===== src/rtl/kd_pkg.sv =====
package kd_pkg;
  function automatic int unsigned kd_bits(input int unsigned n);
    return (n < 2) ? 1 : $clog2(n + 1);
  endfunction
endpackage


===== src/rtl/kd_level_cmp.sv =====
module kd_level_cmp #(
  parameter int DELTA_W  = 16,
  parameter int ENTER_TH = 10,
  parameter int EXIT_TH  = 8
) (
  input  logic signed [DELTA_W-1:0] delta,
  output logic                      at_enter,
  output logic                      below_exit
);
  localparam logic signed [DELTA_W-1:0] ENTER_V = DELTA_W'(ENTER_TH);
  localparam logic signed [DELTA_W-1:0] EXIT_V  = DELTA_W'(EXIT_TH);

  always_comb begin
    at_enter   = (delta >= ENTER_V);
    below_exit = (delta < EXIT_V);
  end
endmodule


===== src/rtl/kd_ontimer.sv =====
module kd_ontimer
  import kd_pkg::*;
#(
  parameter int MAX_ON_MS = 30000,
  parameter int FAST_MS   = 16,
  parameter int SLOW_MS   = 64
) (
  input  logic clk,
  input  logic rst_n,
  input  logic clr,
  input  logic step,
  input  logic in_detect,
  input  logic below_exit,
  input  logic fast_mode,
  output logic overtime
);
  localparam int ON_W = kd_bits(MAX_ON_MS + SLOW_MS);

  logic [ON_W-1:0] on_ms;
  logic [ON_W-1:0] per_ms;
  logic [ON_W-1:0] sum_ms;
  logic            holding;

  always_comb begin
    per_ms   = fast_mode ? ON_W'(FAST_MS) : ON_W'(SLOW_MS);
    sum_ms   = on_ms + per_ms;
    holding  = step && in_detect && !below_exit;
    overtime = holding && (sum_ms >= ON_W'(MAX_ON_MS));
  end

  always_ff @(posedge clk or negedge rst_n) begin
    if (!rst_n) begin
      on_ms <= '0;
    end else if (clr) begin
      on_ms <= '0;
    end else if (step) begin
      if (holding && !overtime) on_ms <= sum_ms;
      else                      on_ms <= '0;
    end
  end

  assert_timer_below_limit_R5: assert property (@(posedge clk) disable iff (!rst_n)
    on_ms < ON_W'(MAX_ON_MS));
  assert_timer_idle_when_released_R5: assert property (@(posedge clk) disable iff (!rst_n)
    (step && !clr && !in_detect) |=> (on_ms == '0));
  assert_timer_hold_R11: assert property (@(posedge clk) disable iff (!rst_n)
    (!step && !clr) |=> $stable(on_ms));
endmodule


===== src/rtl/kd_confirm.sv =====
module kd_confirm
  import kd_pkg::*;
#(
  parameter int CONFIRM_N = 5
) (
  input  logic clk,
  input  logic rst_n,
  input  logic clr,
  input  logic step,
  input  logic at_enter,
  input  logic below_exit,
  input  logic overtime,
  output logic detect,
  output logic recal_req
);
  localparam int CNT_W = kd_bits(CONFIRM_N);

  logic [CNT_W-1:0] run_cnt;
  logic [CNT_W-1:0] run_next;

  assign run_next = run_cnt + 1'b1;

  always_ff @(posedge clk or negedge rst_n) begin
    if (!rst_n) begin
      run_cnt   <= '0;
      detect    <= 1'b0;
      recal_req <= 1'b0;
    end else if (clr) begin
      run_cnt   <= '0;
      detect    <= 1'b0;
      recal_req <= 1'b0;
    end else begin
      recal_req <= 1'b0;
      if (step) begin
        if (!detect) begin
          if (!at_enter) begin
            run_cnt <= '0;
          end else if (run_next >= CNT_W'(CONFIRM_N)) begin
            run_cnt <= '0;
            detect  <= 1'b1;
          end else begin
            run_cnt <= run_next;
          end
        end else if (below_exit) begin
          detect <= 1'b0;
        end else if (overtime) begin
          detect    <= 1'b0;
          recal_req <= 1'b1;
          run_cnt   <= '0;
        end
      end
    end
  end

  assert_count_in_range_R3: assert property (@(posedge clk) disable iff (!rst_n)
    run_cnt < CNT_W'(CONFIRM_N));
  assert_weak_sample_restarts_R4: assert property (@(posedge clk) disable iff (!rst_n)
    (step && !at_enter && !detect) |=> (run_cnt == '0));
  assert_recal_single_cycle_R5: assert property (@(posedge clk) disable iff (!rst_n)
    recal_req |=> !recal_req);
  assert_recal_drops_detect_R5: assert property (@(posedge clk) disable iff (!rst_n)
    recal_req |-> !detect);
endmodule


===== src/rtl/key_detect_chan.sv =====
module key_detect_chan
  import kd_pkg::*;
#(
  parameter int DELTA_W   = 16,
  parameter int ENTER_TH  = 10,
  parameter int EXIT_TH   = 8,
  parameter int CONFIRM_N = 5,
  parameter int MAX_ON_MS = 30000,
  parameter int FAST_MS   = 16,
  parameter int SLOW_MS   = 64
) (
  input  logic               clk,
  input  logic               rst_n,
  input  logic               acq_valid,
  output logic               acq_ready,
  input  logic [DELTA_W-1:0] acq_delta,
  input  logic               fast_mode,
  input  logic               chan_disable,
  input  logic               calibrate,
  output logic               key_out_n,
  output logic               detect,
  output logic               recal_req
);
  logic signed [DELTA_W-1:0] delta_s;
  logic at_enter, below_exit, overtime, clr, step;

  assign delta_s   = $signed(acq_delta);
  assign acq_ready = !calibrate;
  assign clr       = chan_disable || calibrate;
  assign step      = acq_valid && acq_ready;
  assign key_out_n = !detect;

  kd_level_cmp #(
    .DELTA_W(DELTA_W), .ENTER_TH(ENTER_TH), .EXIT_TH(EXIT_TH)
  ) u_cmp (
    .delta(delta_s), .at_enter(at_enter), .below_exit(below_exit)
  );

  kd_ontimer #(
    .MAX_ON_MS(MAX_ON_MS), .FAST_MS(FAST_MS), .SLOW_MS(SLOW_MS)
  ) u_timer (
    .clk(clk), .rst_n(rst_n), .clr(clr), .step(step), .in_detect(detect),
    .below_exit(below_exit), .fast_mode(fast_mode), .overtime(overtime)
  );

  kd_confirm #(
    .CONFIRM_N(CONFIRM_N)
  ) u_conf (
    .clk(clk), .rst_n(rst_n), .clr(clr), .step(step), .at_enter(at_enter),
    .below_exit(below_exit), .overtime(overtime), .detect(detect),
    .recal_req(recal_req)
  );

  assert_entry_needs_strong_sample_R1: assert property (@(posedge clk) disable iff (!rst_n)
    $rose(detect) |-> $past(step && at_enter && !clr));
  assert_release_immediate_R2: assert property (@(posedge clk) disable iff (!rst_n)
    (detect && step && below_exit) |=> !detect);
  assert_disable_idles_R7: assert property (@(posedge clk) disable iff (!rst_n)
    chan_disable |=> (!detect && !recal_req));
  assert_calibrate_clears_R8: assert property (@(posedge clk) disable iff (!rst_n)
    calibrate |=> !detect);
  assert_no_ready_in_cal_R8: assert property (@(posedge clk) disable iff (!rst_n)
    calibrate |-> !acq_ready);
endmodule


===== config.mk =====
export PLATFORM = sky130hd
export DESIGN_NAME = key_detect_chan
export DESIGN_NICKNAME = d
export VERILOG_FILES = /design/src/rtl/kd_pkg.sv /design/src/rtl/kd_level_cmp.sv /design/src/rtl/kd_ontimer.sv /design/src/rtl/kd_confirm.sv /design/src/rtl/key_detect_chan.sv
export SDC_FILE = /design/constraint.sdc
export NUM_CORES = 1
export LEC_CHECK = 0
export ABC_AREA = 1
export BUFFER_PORTS_ARGS = -buffer_cell sky130_fd_sc_hd__buf_2
export CAP_MARGIN = 20
export CORE_MARGIN = 3
export CORE_UTILIZATION = 30
export DETAILED_ROUTE_END_ITERATION = 10
export PLACE_DENSITY = 0.45
export SKIP_LAST_GASP = 1
export SYNTH_ARGS = -nofsm -noshare
export SYNTH_HDL_FRONTEND = slang
export SYNTH_HIERARCHICAL = 1
export SYNTH_SLANG_ARGS = --single-unit

===== constraint.sdc =====
create_clock -name clk -period 3.69 [get_ports clk]
set_input_delay 0.738 -clock clk [delete_from_list [all_inputs] [get_ports clk]]
set_output_delay 0.738 -clock clk [all_outputs]
set_load 0.02 [all_outputs]

==> results of run 1 <==
## area by class of cell
class | count | area share [%]
well taps | 50 | 4.04
multi-input cells | 162 | 50.6
inverters | 32 | 7.75
clock buffers | 4 | 3.55
repair buffers | 25 | 8.23
flip-flops and latches | 16 | 25.8
## cell usage after synthesis (all sizes together)
cell type,count
nor3,3
dfrtp,16
nand2,77
ha,5
dlymetal6s2s,1
a21oi,4
buf,2
o21ai,4
nand3,25
or2,1
nor2,38
a21o,1
xor2,2
nand4,1
clkbuf,2
inv,32
nand3b,1
## sequential cells by signal (all words and copies together), names as in the netlist
name and cells:
u_conf/run_cnt 3, u_conf/detect 1, u_conf/recal_req 1, u_timer/on_ms 11
## routing by layer
metal	track usage (%)	vias to the layer above	routed length, um
met4	3.02	0	21
met5	0	-	0
met1	16.7	569	1450
li1	-	703	-
met2	19.9	27	1350
met3	3.28	2	129
## power by group
group / total (uW) / internal, uW / leakage [uW] / switching (uW)
registers: 177 / 176 / 0.000223 / 0.685
logic: 41.1 / 16.1 / 0.000597 / 25.0
clock network: 164 / 94.8 / 0.0000288 / 69.5
## path summary, 6_finish.rpt
kind,end,start,slack (ns)
worst max-delay path,u_conf/run_cnt[2]$_DFFE_PN0P_,fast_mode,0.96
worst min-delay path,u_timer/on_ms[5]$_DFFE_PN0P_,rst_n,0.39
worst max register to register,u_conf/run_cnt[2]$_DFFE_PN0P_,u_timer/on_ms[4]$_DFFE_PN0P_,1.18
worst min register to register,u_timer/on_ms[4]$_DFFE_PN0P_,u_timer/on_ms[4]$_DFFE_PN0P_,0.50
max in group asynchronous,u_conf/run_cnt[2]$_DFFE_PN0P_,rst_n,3.01
min in group clk,u_timer/on_ms[4]$_DFFE_PN0P_,u_timer/on_ms[4]$_DFFE_PN0P_,0.50
## stage by stage
step | cells | power, uW | hold WS, ns | setup slack, ns
final | 289 | 382 | 0.391 | 0.956
after global routing | 289 | 405 | 0.413 | 0.705
after CTS | 289 | 391 | 0.402 | 0.964
after detailed placement | 285 | 222 | 0.482 | 0.696
after global placement | 285 | 222 | 0.478 | 0.688
after floorplan | 215 | 203 | 0.442 | 1.11
## logic make-up after synthesis
family | synth area share [%]
AOI/OAI and AO/OA | 4.30
and+or+nand+nor | 47.2
adders and majority gates | 4.57
DFF | 29.3
buffers and inverters | 13.4
xor gates and xnor gates | 1.28
==> out/metrics.yaml, run 1 <==
crit_buf_inv: 2
cts_tree: "yes"
cts_made_buffers: 3
seq_area_frac_synth_pct: 29.3
slew-limit-headroom_pct: 37.2
worst-path-stages: 18
rsz0062_at_grt: "no"
fill_cells: 456
cp_top_family: "simple AND/OR/NAND/NOR gates"
ir_worst_vdd_mv: 0.135
htreeDepth: 1
rows: 23
drt_wl_total_um: 2950
vias: 1301
io_buffer_count: 24
drc: 0
final_antenna_net_count: 0
fin_util_pct: 36.9
die_area_sq_mm: 0.00540
multiInputGateArea_sq_um: 785
power.leakage_uw: 0.000849
syn_area_sq_mm: 0.00137
worstHoldPathType: "input port to asynchronous set/reset pin"
cpMaxStageDelayCell: "ha_1"
ys_ff_latch: 16
wire_per_inst_um: 10.2
placed_area_sq_mm: 0.00150
dieHeight_um: 73.5
clock_skew_ns: 0.00840
synthDistinctLibCells: 24
ios: 26
avgSynthCellArea_sq_um: 6.36
period_needed_ns: 2.73
cts_resized: 0
finalSetupTns_ns: 0
clock.fmax_mhz: 366
crit_chain: "buf_2, ha_1, ha_1, nand2_1, nand2_1, nand3_2, nor2_2, nand2_1, nand2_1, nand2_1, nor2_2, nand2_2, nor3_4, nand2_1, a21oi_4, inv_2, nand2_1, nand2_1"
end_kind: "flop"
required_ns: 3.83
clock_path_buffers: 2
fin_nets: 267
final_cell_area_sq_mm: 0.00155
grt_pass1_vias: 1200
syn_inst: 215
area.growth.synth_to_final_pct: 13.4
vias_per_cell: 4.50
gp_congestion: 0.771
reg2regPathDepth: 17
status: "finished, final reports clean"
drive_gt1_share_pct: 20.5
initial_core_util_pct: 32.5
worst_pin_slew_ns: 0.939
hold_violations: 0
final_common_cell: "nand2_1"
postSynthNetCount: 242
post-cts-setup-buffers: 0
yosys.area.top_type_share_pct: 29.3
grt_pass1_wl_um: 5240
clkSinkCount: 16
ctsHoldBuffers: 0
firstDrtPassIters: 4
worstPathMaxFanout: 12
p_per_area_mw_per_mm2: 247
dp_hpwl_um: 2240
antenna_found_initial: 0
grt_max_degree: 17
period_share_pct: 74.1
slew_viol_final: 0
drtIter0Drc: 56
fp.dieW_um: 73.5
cp_data_arrival_time_ns: 2.88
yosys_warnings: 6
synth_area_leaders: "dfrtp_1 29%, nand2_1 20%, nor2_1 8.5%, nand3_1 8.1%, inv_1 8.0%"
crit_path_max_incr_delay_ns: 0.23
synth_top_cell_by_area: "dfrtp_1"
insertion_delay_ns: 0.26
num_antenna_cells: 0
core_area_sq_mm: 0.00420
crit_path_start_kind: "input port"
cap_violations: 0
crit_top_cell: "nand2_1"
finalSetupViolCount: 0
crit_type: "input port to flop"
final_cell_mix: "73 x nand2_1, 31 x nor2_1, 29 x inv_1"
grt_use_total_pct: 12.4
path_clk_slew_ns: 0.08
overflow: 0
seq_area_sq_um: 400
cts-root-buf: "clkbuf_8"
Power figures use the tool's default switching activity.
==> inputs of run 2 (changes only) <==
- clock period: 3.69 -> 2.8 ns (I/O delays scaled with it)
==> run 2 against run 1 <==
Effect of this change:
- sequential share of layout area is 0.15 points lower
- clock skew is 0.0029 ns lower
- wire length is 1.3% higher
- setup slack worse by 0.47 ns
- combinational power is 34% higher
- design area is 0.57% higher
- utilization is 0.21 points higher
- via count is 3.2% lower
- non-clock buffer count is 3 higher
- sequential power is 32% higher
- cell count is 0.69% higher
- largest power group unchanged
==> out/metrics.yaml, run 2 (synthesis results as in run 1) <==
grt_pass1_vias: 1224
drive_gt1_share_pct: 21.2
overflow: 0
initial_core_util_pct: 32.5
p_per_area_mw_per_mm2: 301
drt_wl_total_um: 2980
clock_skew_ns: 0.00553
io_buffer_count: 24
grt_pass1_wl_um: 5460
fp.dieW_um: 73.5
finalSetupViolCount: 0
cts_resized: 0
ir_worst_vdd_mv: 0.153
final_common_cell: "nand2_1"
worstPathMaxFanout: 5
firstDrtPassIters: 4
crit_path_start_kind: "input port"
final_cell_mix: "73 x nand2_1, 31 x nor2_1, 29 x inv_1"
cp_data_arrival_time_ns: 2.45
area.growth.synth_to_final_pct: 14.0
drc: 0
clkSinkCount: 16
grt_max_degree: 17
worstHoldPathType: "input port to asynchronous set/reset pin"
finalSetupTns_ns: 0
slew_viol_final: 0
rows: 23
vias: 1260
period_share_pct: 82.5
rsz0062_at_grt: "no"
core_area_sq_mm: 0.00420
ios: 26
crit_type: "input port to flop"
clock_path_buffers: 2
reg_top3: "u_timer/on_ms: 11 flops, u_conf/run_cnt: 3 flops"
cts-root-buf: "clkbuf_8"
htreeDepth: 1
cts_made_buffers: 3
slew-limit-headroom_pct: 73.8
power.total_uw: 470
ctsHoldBuffers: 0
dp_hpwl_um: 2250
vias_per_cell: 4.33
required_ns: 2.94
die_area_sq_mm: 0.00540
status: "finished, final reports clean"
cap_violations: 0
largest_reg_flops: 11
grt_use_total_pct: 13.0
worst_pin_slew_ns: 0.393
cts_tree: "yes"
final_antenna_net_count: 0
gp_congestion: 0.729
post-cts-setup-buffers: 0
antenna_found_initial: 0
clock.fmax_mhz: 433
end_kind: "flop"
power.leakage_uw: 0.000857
dieHeight_um: 73.5
wire_per_inst_um: 10.2
regMostFlops: "u_timer/on_ms"
path_clk_slew_ns: 0.07
hold_violations: 0
fin_nets: 270
hold_ws_ns: 0.220
period_needed_ns: 2.31
drtIter0Drc: 51
insertion_delay_ns: 0.25
num_antenna_cells: 0
## run 2: cell types whose count changed in the layout (fill, tap and decap cells not counted)
cell	change
buf_4	+3
clkbuf_8	-1
## run 2: final timing paths
check	slack, ns	endpoint	depth (start not counted)	startpoint
max in group asynchronous	2.29	u_timer/on_ms[10]$_DFFE_PN0P_	1	rst_n
min in group clk	0.49	u_timer/on_ms[6]$_DFFE_PN0P_	2	u_timer/on_ms[6]$_DFFE_PN0P_
worst min register to register	0.49	u_timer/on_ms[6]$_DFFE_PN0P_	2	u_timer/on_ms[6]$_DFFE_PN0P_
worst max-delay path	0.49	u_conf/run_cnt[2]$_DFFE_PN0P_	18	fast_mode
worst min-delay path	0.22	u_timer/on_ms[5]$_DFFE_PN0P_	1	rst_n
worst max register to register	0.53	u_conf/run_cnt[2]$_DFFE_PN0P_	16	u_timer/on_ms[6]$_DFFE_PN0P_
## run 2: per-stage QoR
stage	utilization, %	instance area [sq um]	worst slack (ns)	cells
global placement	36.1	1520	0.182	288
finish	37.1	1560	0.489	291
detailed placement	36.1	1520	0.196	288
global route	37.1	1560	0.184	291
floorplan	-	1370	0.397	215
CTS	37.1	1560	0.450	291
## run 2: area by class of cell
type / count / area (sq um)
multi-input cells: 162 / 785
clock buffers: 3 / 41.3
inverters: 32 / 120
fillers: 466 / 2640
well taps: 50 / 62.6
repair buffers: 28 / 150
flip-flops and latches: 16 / 400
## run 2: where the power goes
part           internal (uW)  total [uW]  switching, uW
clock                   95.6         182           86.0
combinational           22.1        55.1           33.0
sequential               232         233          0.915
total                    350         470            120
## run 2: metal layers
| layer | track usage (%) | vias up | part of all wire, % |
|---|---|---|---|
| li1 | - | 707 | - |
| met1 | 16.6 | 527 | 48 |
| met2 | 21.4 | 22 | 46 |
| met3 | 2.87 | 4 | 4.3 |
| met4 | 4.83 | 0 | 1.3 |
| met5 | 0 | - | 0 |
## run 2: critical path, cell delays in order
cell	delay [ns]
buf_2	0.09
inv_1	0.04
ha_1	0.36
nand3_1	0.11
nand2_1	0.13
nand2_2	0.09
nor2_1	0.09
nand2_1	0.07
nand2_1	0.06
nand2_1	0.07
nor2_2	0.09
nand2_2	0.09
nor3_4	0.15
nand2_1	0.12
a21oi_4	0.20
inv_2	0.05
nand2_1	0.05
nand2_1	0.05
